===== config.mk =====
export PLATFORM = sky130hd
export DESIGN_NAME = cal_alarm_match
export DESIGN_NICKNAME = d
export VERILOG_FILES = /design/src/rtl/cal_alarm_match.sv
export SDC_FILE = /design/constraint.sdc
export NUM_CORES = 1
export LEC_CHECK = 0
export BUFFER_PORTS_ARGS = -buffer_cell sky130_fd_sc_hd__buf_2
export CORE_ASPECT_RATIO = 1.75
export CORE_MARGIN = 5
export CORE_UTILIZATION = 56
export DETAILED_ROUTE_END_ITERATION = 10
export PLACE_DENSITY = 0.85
export SLEW_MARGIN = 15
export SYNTH_ARGS = -nofsm -noshare
export SYNTH_HDL_FRONTEND = slang
export SYNTH_SLANG_ARGS = --single-unit

===== constraint.sdc =====
create_clock -name clk -period 2.57 [get_ports clk]
set_input_delay 0 -clock clk [delete_from_list [all_inputs] [get_ports clk]]
set_output_delay 0 -clock clk [all_outputs]
set_load 0.05 [all_outputs]

===== src/rtl/cal_alarm_match.sv =====
module cal_alarm_match #(
  parameter int DW        = 8,
  parameter int AW        = 4,
  parameter int NF        = 5,
  parameter int FLAG_ADDR = 0,
  parameter int CTRL_ADDR = 1,
  parameter int ALM_BASE  = 2,
  parameter int AF_BIT    = 6
) (
  input  logic             clk,
  input  logic             rst_n,
  input  logic             reg_we,
  input  logic             reg_re,
  input  logic [AW-1:0]    reg_addr,
  input  logic [DW-1:0]    reg_wdata,
  output logic [DW-1:0]    reg_rdata,
  input  logic [NF*DW-1:0] time_bcd,
  input  logic             sec_tick,
  input  logic             on_battery,
  input  logic             wdog_irq,
  input  logic             ftest_wave,
  output logic             alarm_flag,
  output logic             irq_n
);
  localparam int MB = DW - 1;

  logic [DW-1:0] alm_q [NF];
  logic [NF-1:0] fld_hit;
  logic          ctl_afe, ctl_abe, ctl_ften, af_q;

  wire flag_rd = reg_re && (reg_addr == AW'(FLAG_ADDR));
  wire ctl_wr  = reg_we && (reg_addr == AW'(CTRL_ADDR));

  for (genvar gi = 0; gi < NF; gi++) begin : g_fld
    always_ff @(posedge clk) begin
      if (!rst_n)
        alm_q[gi] <= '0;
      else if (reg_we && reg_addr == AW'(ALM_BASE + gi))
        alm_q[gi] <= reg_wdata;
    end
    assign fld_hit[gi] = alm_q[gi][MB] ||
                         (alm_q[gi][MB-1:0] == time_bcd[gi*DW +: MB]);
  end

  wire hit = sec_tick && (&fld_hit);

  always_ff @(posedge clk) begin
    if (!rst_n)       af_q <= 1'b0;
    else if (hit)     af_q <= 1'b1;
    else if (flag_rd) af_q <= 1'b0;
  end

  always_ff @(posedge clk) begin
    if (!rst_n) begin
      ctl_afe  <= 1'b0;
      ctl_abe  <= 1'b0;
      ctl_ften <= 1'b0;
    end else if (ctl_wr) begin
      ctl_afe  <= reg_wdata[0];
      ctl_abe  <= reg_wdata[1];
      ctl_ften <= reg_wdata[2];
    end
  end

  wire alarm_drive = af_q && ctl_afe && (!on_battery || ctl_abe);

  assign alarm_flag = af_q;
  assign irq_n = (alarm_drive || wdog_irq) ? 1'b0 :
                 (ctl_ften ? ftest_wave : 1'b1);

  always_comb begin
    reg_rdata = '0;
    if (reg_addr == AW'(FLAG_ADDR))
      reg_rdata[AF_BIT] = af_q;
    else if (reg_addr == AW'(CTRL_ADDR))
      reg_rdata[2:0] = {ctl_ften, ctl_abe, ctl_afe};
    else
      for (int i = 0; i < NF; i++)
        if (reg_addr == AW'(ALM_BASE + i)) reg_rdata = alm_q[i];
  end
endmodule



# Word level (Yosys, flattened, before mapping)
# Memories as Yosys holds them, arrays and structs flattened.
# Cells that the tools add are included.
# W data, S select, Z words.
totals:
  wordCells: 77
  output_inout_bits: 10
  mem_bits_rw: 40
  memories: 1
  ff_bits: 4
  inputBits: 60
op_classes:
  bitwise: 5
  n_reduce_logical: 21
  n_eq_ne: 11
  muxes: 35
memory_table:
  columns: ["memory", "depth", "width", "read_ports", "rd_ports_with_merged_regs", "wr", "line", "text"]
  rows:
  - ["alm_q", 5, 8, 5, 0, 5, "27", "logic [DW-1:0] alm_q [NF];"]
ops:
  columns: ["cell", "count"]
  rows:
  - ["$mux W8", 10]
  - ["$eq A7 B7 Y1", 5]
  - ["$mux W1", 22]
  - ["$eq A4 B3 Y1 const B", 3]
  - ["$logic_and A1 B1 Y1", 10]
  - ["$eq A4 B2 Y1 const B", 2]
  - ["$logic_or A1 B1 Y1", 7]
  - ["$mux W6", 1]
  - ["$mux W5", 1]
  - ["$or A1 B1 Y1", 5]
  - ["$reduce_and A5 Y1", 1]
  - ["$eq A4 B1 Y1 const B", 1]
  - ["$logic_not A4 Y1", 1]
  - ["$mux W3", 1]
  - ["$reduce_bool A2 Y1", 1]
  - ["$logic_not A1 Y1", 1]

# Longest topological paths before layout
# Gate-level depths: netlist (run 1).
logic_depth:
  depth_word: 8
  ltp_mapped: 5
  mapped_depth_nobuf: 5

# Least setup slack after synthesis (run 1)
# Ideal clock, no wire load.
synth_path:
  path_type: "register -> output"
  startpoint: "register af_q, in the netlist alarm_flag"
  endpoint: "output irq_n"
  stages_incl_launch_ff: 2
  arrival_ps: 1881
  path_buffers: 0
  t_required_ps: 2570
  path_slack_ps: 689
  cell_sequence: "dfxtp_1 -> a311oi_1"
synth_between:
  elab_chain_cells: 4
synth_lines:
  columns: ["element", "line", "text"]
  rows:
  - ["start, declared", "29", "logic ctl_afe, ctl_abe, ctl_ften, af_q;"]
  - ["start signal, assigned", "48", "if (!rst_n) af_q <= 1'b0;"]
  - ["start signal, assigned", "49", "else if (hit) af_q <= 1'b1;"]
  - ["start signal, assigned", "50", "else if (flag_rd) af_q <= 1'b0;"]
  - ["$logic_and A1 B1 Y1 (2 in series)", "65", "wire alarm_drive = af_q && ctl_afe && (!on_battery || ctl_abe);"]
  - ["$logic_or A1 B1 Y1", "68", "assign irq_n = (alarm_drive || wdog_irq) ? 1'b0 :"]
  - ["$mux W1", "68", null]
  - ["end, declared", "23", "output logic irq_n"]
# No other way between the ends.

==> results.cfg, run 1 <==
[logic_synthesis]
synth.distinct_cells = 33
yosysSeqAreaShare = 0.5232
synth_nets = 282
netlist_instances = 222
synth.ff_latch_count = 44
synth_area_leaders = edfxtp_1, and2_1, xnor2_1
yosysWarnings = 0
synth_top_area_cell = edfxtp_1
netlist_area_um2 = 2449
synth.top_cell.area_share = 0.4905
synth.avg_cell_area_um2 = 11.03

[clocking]
cts_buffer_depth = 2
cts_setup_buffers = 0
ctsHoldBuffers = 1
cts_tree = yes
ctsResizeCount = 0
cts-htree-levels = 2
root_buffer = clkbuf_8
numCtsBuffers = 5
clkLatencyLatePin_ns = 0.29
cts_sinks = 44
clk_pin_slew_ns = 0.08

[placed_design]
io_buffer_count = 64
dp_hpwl_mm = 4.925
pre_cts_ws_ns = 0.8658
place_congestion = 0.9307

[floorplan]
coreArea_um2 = 4189
die_y_um = 97.48
die_area_um2 = 5847
die_width_um = 59.99
num_rows = 31
initial_utilization = 0.5845
ios = 70

[route]
wire_per_inst_um = 18.33
num_vias = 1967
drtAntennaViolNets = 0
via_per_inst = 5.785
finalWirelength_mm = 6.231
drtIter0Drc = 167
first_pass_iters = 5
drc_errors = 0

[setup_path]
crit_arrival_ns = 1.73
worstSetupPathType = flop to output port
crit_fanout = 2
critPathMaxStageDelay_ns = 0.43
cpMaxStageDelayCell = edfxtp_1
timing.critical_path.cells = nor3_1 > a21oi_1 > a222oi_1 > o21ai_1 > buf_2
worst_setup_path_start_kind = flop
worstSetupEndpointType = output port
rrSetupSlack_ns = 0.86
crit_required_ns = 2.57

[timing]
period_minus_slack_ns = 1.731
drv_slew = 0
tightest_slew_ns = 0.4349
tns_ns = 0
slew_headroom = 0.7085
fmax_mhz = 577.7
fin_crit_sh = 0.6735
fin_ws_ns = 0.8390
fin_worst_skew_ns = 0.003381
setup_viol = 0
final_hold_viol_count = 0
rsz0062_at_grt = false

[job]
maxCapViolations = 0

[global_route]
grt_start_max_net_pins = 16
grt_overflow = 0
antenna_found_initial = 0
grt_first_pass_wirelength_mm = 9.742
grt_pass1_vias = 2072
track_usage = 0.2298

[cells_and_area]
fillers = 329
drive_gt1_frac = 0.2646
post-route-util = 0.7007
area_delta_synth_final_pct = 19.88
antenna_cells = 0
nets = 350

[pwr]
report.power.total_mw = 1.605
power.density_nw_per_um2 = 546.7
peakVddDrop_uv = 426.8
p_leak_nw = 1.157

[hold_path]
min_path_type = input pin to flop

[run_status]
status = finished clean
==> layout by cell type (no fill, tap or decap) <==
| cell | instances |
|---|---|
| nand3_1 | 4 |
| nor3_4 | 1 |
| nand2_1 | 25 |
| nand4_1 | 4 |
| o22ai_1 | 2 |
| nor3_2 | 3 |
| clkbuf_8 | 5 |
| nor2_2 | 1 |
| a311oi_1 | 1 |
| edfxtp_1 | 40 |
| and3_1 | 5 |
| a22oi_1 | 5 |
| and2_1 | 40 |
| clkinv_2 | 1 |
| a2111oi_0 | 1 |
| a21oi_1 | 4 |
| o21ai_1 | 3 |
| nor2_1 | 4 |
| xor2_1 | 16 |
| bufinv_16 | 1 |
| o41ai_1 | 1 |
| inv_1 | 1 |
| xnor2_1 | 19 |
| nor4_1 | 6 |
| nand2b_1 | 8 |
| a21boi_1 | 3 |
| nor2b_1 | 3 |
| a222oi_1 | 7 |
| a31oi_1 | 2 |
| buf_2 | 64 |
| nor3_1 | 3 |
| or2_1 | 1 |
| clkinvlp_4 | 1 |
| dlygate4sd3_1 | 1 |
| a41oi_1 | 1 |
| dfxtp_1 | 4 |
==> flip-flops by register name (all words and copies together) (netlist names) <==
name and count:
alarm_flag 1, ctl_afe 1, alm_q 40, ctl_abe 1, ctl_ften 1
==> area by class of cell <==
cell class,instances,area [µm²],area share
well taps,49,61.31,0.02089
flip-flops and latches,44,1281,0.4365
clock buffers,5,68.82,0.02344
repair buffers,65,330.3,0.1125
clock inverters,3,42.54,0.01449
inverters,1,3.754,0.001279
multi-input cells,173,1147,0.3909
==> per-layer routing <==
layer	wire length (µm)	vias up	GRT usage	part of all wire
met1	2085	909	0.2515	0.33
met3	426	18	0.03191	0.068
li1	-	944	-	-
met2	3481	96	0.4092	0.56
met5	0	-	0	0
met4	237	0	0.1126	0.038
==> critical path, delay by kind of cell (launching register included) <==
| kind | cells | cell delay [ns] |
|---|---|---|
| buf+inv | 1 | 0.22 |
| flops | 1 | 0.43 |
| compound gates | 3 | 0.63 |
| simple gates | 1 | 0.15 |
==> cells by family after synthesis <==
| logic type | count (synthesis) | synth area share |
|---|---|---|
| compound gates | 30 | 0.09198 |
| xor+xnor | 35 | 0.1252 |
| buf+inv | 5 | 0.008172 |
| flops | 44 | 0.5233 |
| simple gates | 108 | 0.2514 |
==> per-stage QoR <==
stage               std cells  hold WS (ns)  cell area (µm²)
floorplan                 222        0.1464             2449
global placement          331        0.2810             2814
detailed placement        331        0.2959             2814
CTS                       340       0.01989             2935
global route              340       0.02070             2935
finish                    340       0.02293             2935
==> Yosys cell counts <==
| library cell | n |
|---|---|
| inv_1 | 1 |
| o22ai_1 | 2 |
| nor2_1 | 4 |
| nor3_4 | 1 |
| o21ai_1 | 3 |
| nand2_1 | 25 |
| nor3_2 | 3 |
| o41ai_1 | 1 |
| nand4_1 | 4 |
| nand3_1 | 4 |
| edfxtp_1 | 40 |
| clkbuf_1 | 1 |
| a31oi_1 | 2 |
| a21boi_1 | 3 |
| or2_1 | 1 |
| a222oi_1 | 7 |
| a21oi_1 | 4 |
| a2111oi_0 | 1 |
| a311oi_1 | 1 |
| buf_2 | 1 |
| dfxtp_1 | 4 |
| and2_1 | 40 |
| xnor2_1 | 19 |
| a22oi_1 | 5 |
| nor4_1 | 6 |
| buf_1 | 2 |
| nor2b_1 | 3 |
| and3_1 | 5 |
| a41oi_1 | 1 |
| nand2b_1 | 8 |
| nor3_1 | 3 |
| nor2_2 | 1 |
| xor2_1 | 16 |
==> path summary, 6_finish.rpt <==
kind,startpoint,to,cells past startpoint
max,alm_q[0][1],reg_rdata[1],5
min,reg_re,alarm_flag,4
max reg2reg,alm_q[1][4],alarm_flag,5
min reg2reg,ctl_ften,ctl_ften,2
==> power breakdown <==
part | switching [mW] | total, mW | internal (mW)
Combinational | 0.145 | 0.239 | 0.0944
Clock | 0.226 | 0.514 | 0.287
Sequential | 0.0317 | 0.852 | 0.821
Total | 0.403 | 1.60 | 1.20
No activity file was read; power rests on OpenSTA's default activity.
==> run 2, diff against run 1 <==
--- a/config.mk
+++ b/config.mk
@@ -5,12 +5,13 @@
 export SDC_FILE = /design/constraint.sdc
 export NUM_CORES = 1
 export LEC_CHECK = 0
+export ABC_AREA = 1
 export BUFFER_PORTS_ARGS = -buffer_cell sky130_fd_sc_hd__buf_2
 export CORE_ASPECT_RATIO = 1.75
 export CORE_MARGIN = 5
-export CORE_UTILIZATION = 56
+export CORE_UTILIZATION = 53
 export DETAILED_ROUTE_END_ITERATION = 10
-export PLACE_DENSITY = 0.85
+export PLACE_DENSITY = 0.8
 export SLEW_MARGIN = 15
 export SYNTH_ARGS = -nofsm -noshare
 export SYNTH_HDL_FRONTEND = slang
==> constraint.sdc (replaced) <==
create_clock -name clk -period 1.7 [get_ports clk]
set_input_delay 0 -clock clk [delete_from_list [all_inputs] [get_ports clk]]
set_output_delay 0 -clock clk [all_outputs]
set_load 0.05 [all_outputs]
==> results.cfg, run 2 <==
[run_status]
status = finished clean

[logic_synthesis]
async_flop_share = 0
yosysSeqAreaShare = 0.4819
synth.ff_latch_count = 44
synth_top_family_by_area = simple AND/OR/NAND/NOR gates
netlist_top_cells_count = nand2_1, nor2_1, inv_1
netlist_instances = 332
muxShareOfSynthArea = 0
synth_nets = 392
synthXorXnorAreaFrac = 0.06918
synth.top_cell.area_share = 0.4518
synth_top_area_cell = edfxtp_1
yosysWarnings = 0
synthAdderAreaFrac = 0
synth_area_leaders = edfxtp_1, nand2_1, nor2_1
synth.most_common_cell = nand2_1
synth.distinct_cells = 31
synth-edff-count = 40
synth_top_flop_cell = edfxtp_1
yosys.area_share.simple = 0.2772
synth_compound_area_frac = 0.08188
synth.avg_cell_area_um2 = 8.008
netlist_area_um2 = 2659

[placed_design]
io_buffer_count = 64
dp_hpwl_mm = 5.237
post-place-cells = 451
place_congestion = 0.8645

[cells_and_area]
fin_cells = 460
antenna_cells = 0
regMostFlops = alm_q
final_cell_mix = nand2_1, buf_2, nor2_1, inv_1, edfxtp_1
final_common_cell = nand2_1
nets = 465
drive_gt1_frac = 0.2537
area_delta_synth_final_pct = 19.01
largest_register_ffs = 40

[route]
drtAntennaViolNets = 0
drtIter0Drc = 111
drc_errors = 0
first_pass_iters = 4
num_vias = 2328
via_per_inst = 5.061
finalWirelength_mm = 6.371
wire_per_inst_um = 13.85

[setup_path]
worstSetupPathType = flop to output port
crit_required_ns = 1.70
worst_setup_path_start_kind = flop
rrSetupSlack_ns = 0.38
crit_arrival_ns = 1.58
crit_fanout = 2
worstSetupEndpointType = output port

[hold_path]
min_path_type = input pin to flop

[clocking]
cts_tree = yes
clkLatencyLatePin_ns = 0.30
root_buffer = clkbuf_8
cts_sinks = 44
cts_setup_buffers = 0
cts-htree-levels = 2
ctsHoldBuffers = 1
ctsResizeCount = 0
cts_buffer_depth = 2
numCtsBuffers = 5
clk_pin_slew_ns = 0.08

[timing]
fmax_mhz = 631.6
period_minus_slack_ns = 1.583
drv_slew = 0
hold_slack_ns = 0.004537
fin_crit_sh = 0.9314
tns_ns = 0
rsz0062_at_grt = false
slew_headroom = 0.7483
setup_viol = 0
final_hold_viol_count = 0
tightest_slew_ns = 0.3763
fin_worst_skew_ns = 0.01420

[global_route]
grt_pass1_vias = 2405
grt_overflow = 0
track_usage = 0.2019
grt_first_pass_wirelength_mm = 10.52
grt_start_max_net_pins = 14
antenna_found_initial = 0

[pwr]
peakVddDrop_uv = 565.2
report.power.total_mw = 2.341
p_leak_nw = 1.558
power.density_nw_per_um2 = 740.0

[floorplan]
num_rows = 34
die_y_um = 103.7
die_area_um2 = 6589
coreArea_um2 = 4935
ios = 70
die_width_um = 63.54
initial_utilization = 0.5388

[job]
maxCapViolations = 0
## run 2: cell type report
class | count | area [µm²]
clock buffer | 7 | 76.32
clock inverter | 1 | 8.758
fill | 434 | 1770
inverter | 59 | 225.2
multi-input combinational | 226 | 1145
sequential | 44 | 1281
tap | 54 | 67.56
timing repair buffer | 69 | 360.3
## run 2: metrics by stage
step                      utilization  setup WS, ns  instance area (µm²)
after CTS                      0.6412        0.1265                 3164
after global routing           0.6412       0.05350                 3164
after floorplan                     -        0.2383                 2665
after detailed placement       0.6220        0.3831                 3069
final                          0.6412        0.1166                 3164
after global placement         0.6220        0.4377                 3069
## run 2: kinds of logic (layout without fill, tap and decap cells)
kind of cell / after synthesis / in the layout
buffers and inverters: 62 / 136
AO/OA/AOI/OAI: 38 / 38
XOR/XNOR: 21 / 21
flip-flops: 44 / 44
AND/OR/NAND/NOR: 167 / 167
## run 2: power breakdown
group	total [mW]	switching [mW]	internal (mW)
clock network	0.634	0.340	0.293
registers	1.28	0.0417	1.24
logic	0.426	0.268	0.159
total	2.34	0.650	1.69
## run 2: critical path, stage by stage (launching register included)
cell	delay, ns
edfxtp_1	0.43
nand2_2	0.09
o21ai_1	0.07
a21oi_1	0.24
o211ai_2	0.13
o21ai_2	0.08
nand2_2	0.05
buf_2	0.21
## run 2: worst paths after layout
path	startpoint	to	cells past startpoint
worst min register to register	ctl_abe	ctl_abe	2
worst max register to register	alm_q[3][2]	alarm_flag	9
worst min-delay path	reg_re	alarm_flag	4
worst max-delay path	alm_q[1][1]	reg_rdata[1]	7
## run 2: layer usage
metal / up-vias / track usage / routed length (µm)
met2: 73 / 0.3728 / 3637
met4: 0 / 0.09510 / 210
met1: 1051 / 0.2134 / 2249
met3: 18 / 0.03359 / 273
li1: 1186 / - / -
met5: - / 0 / 0
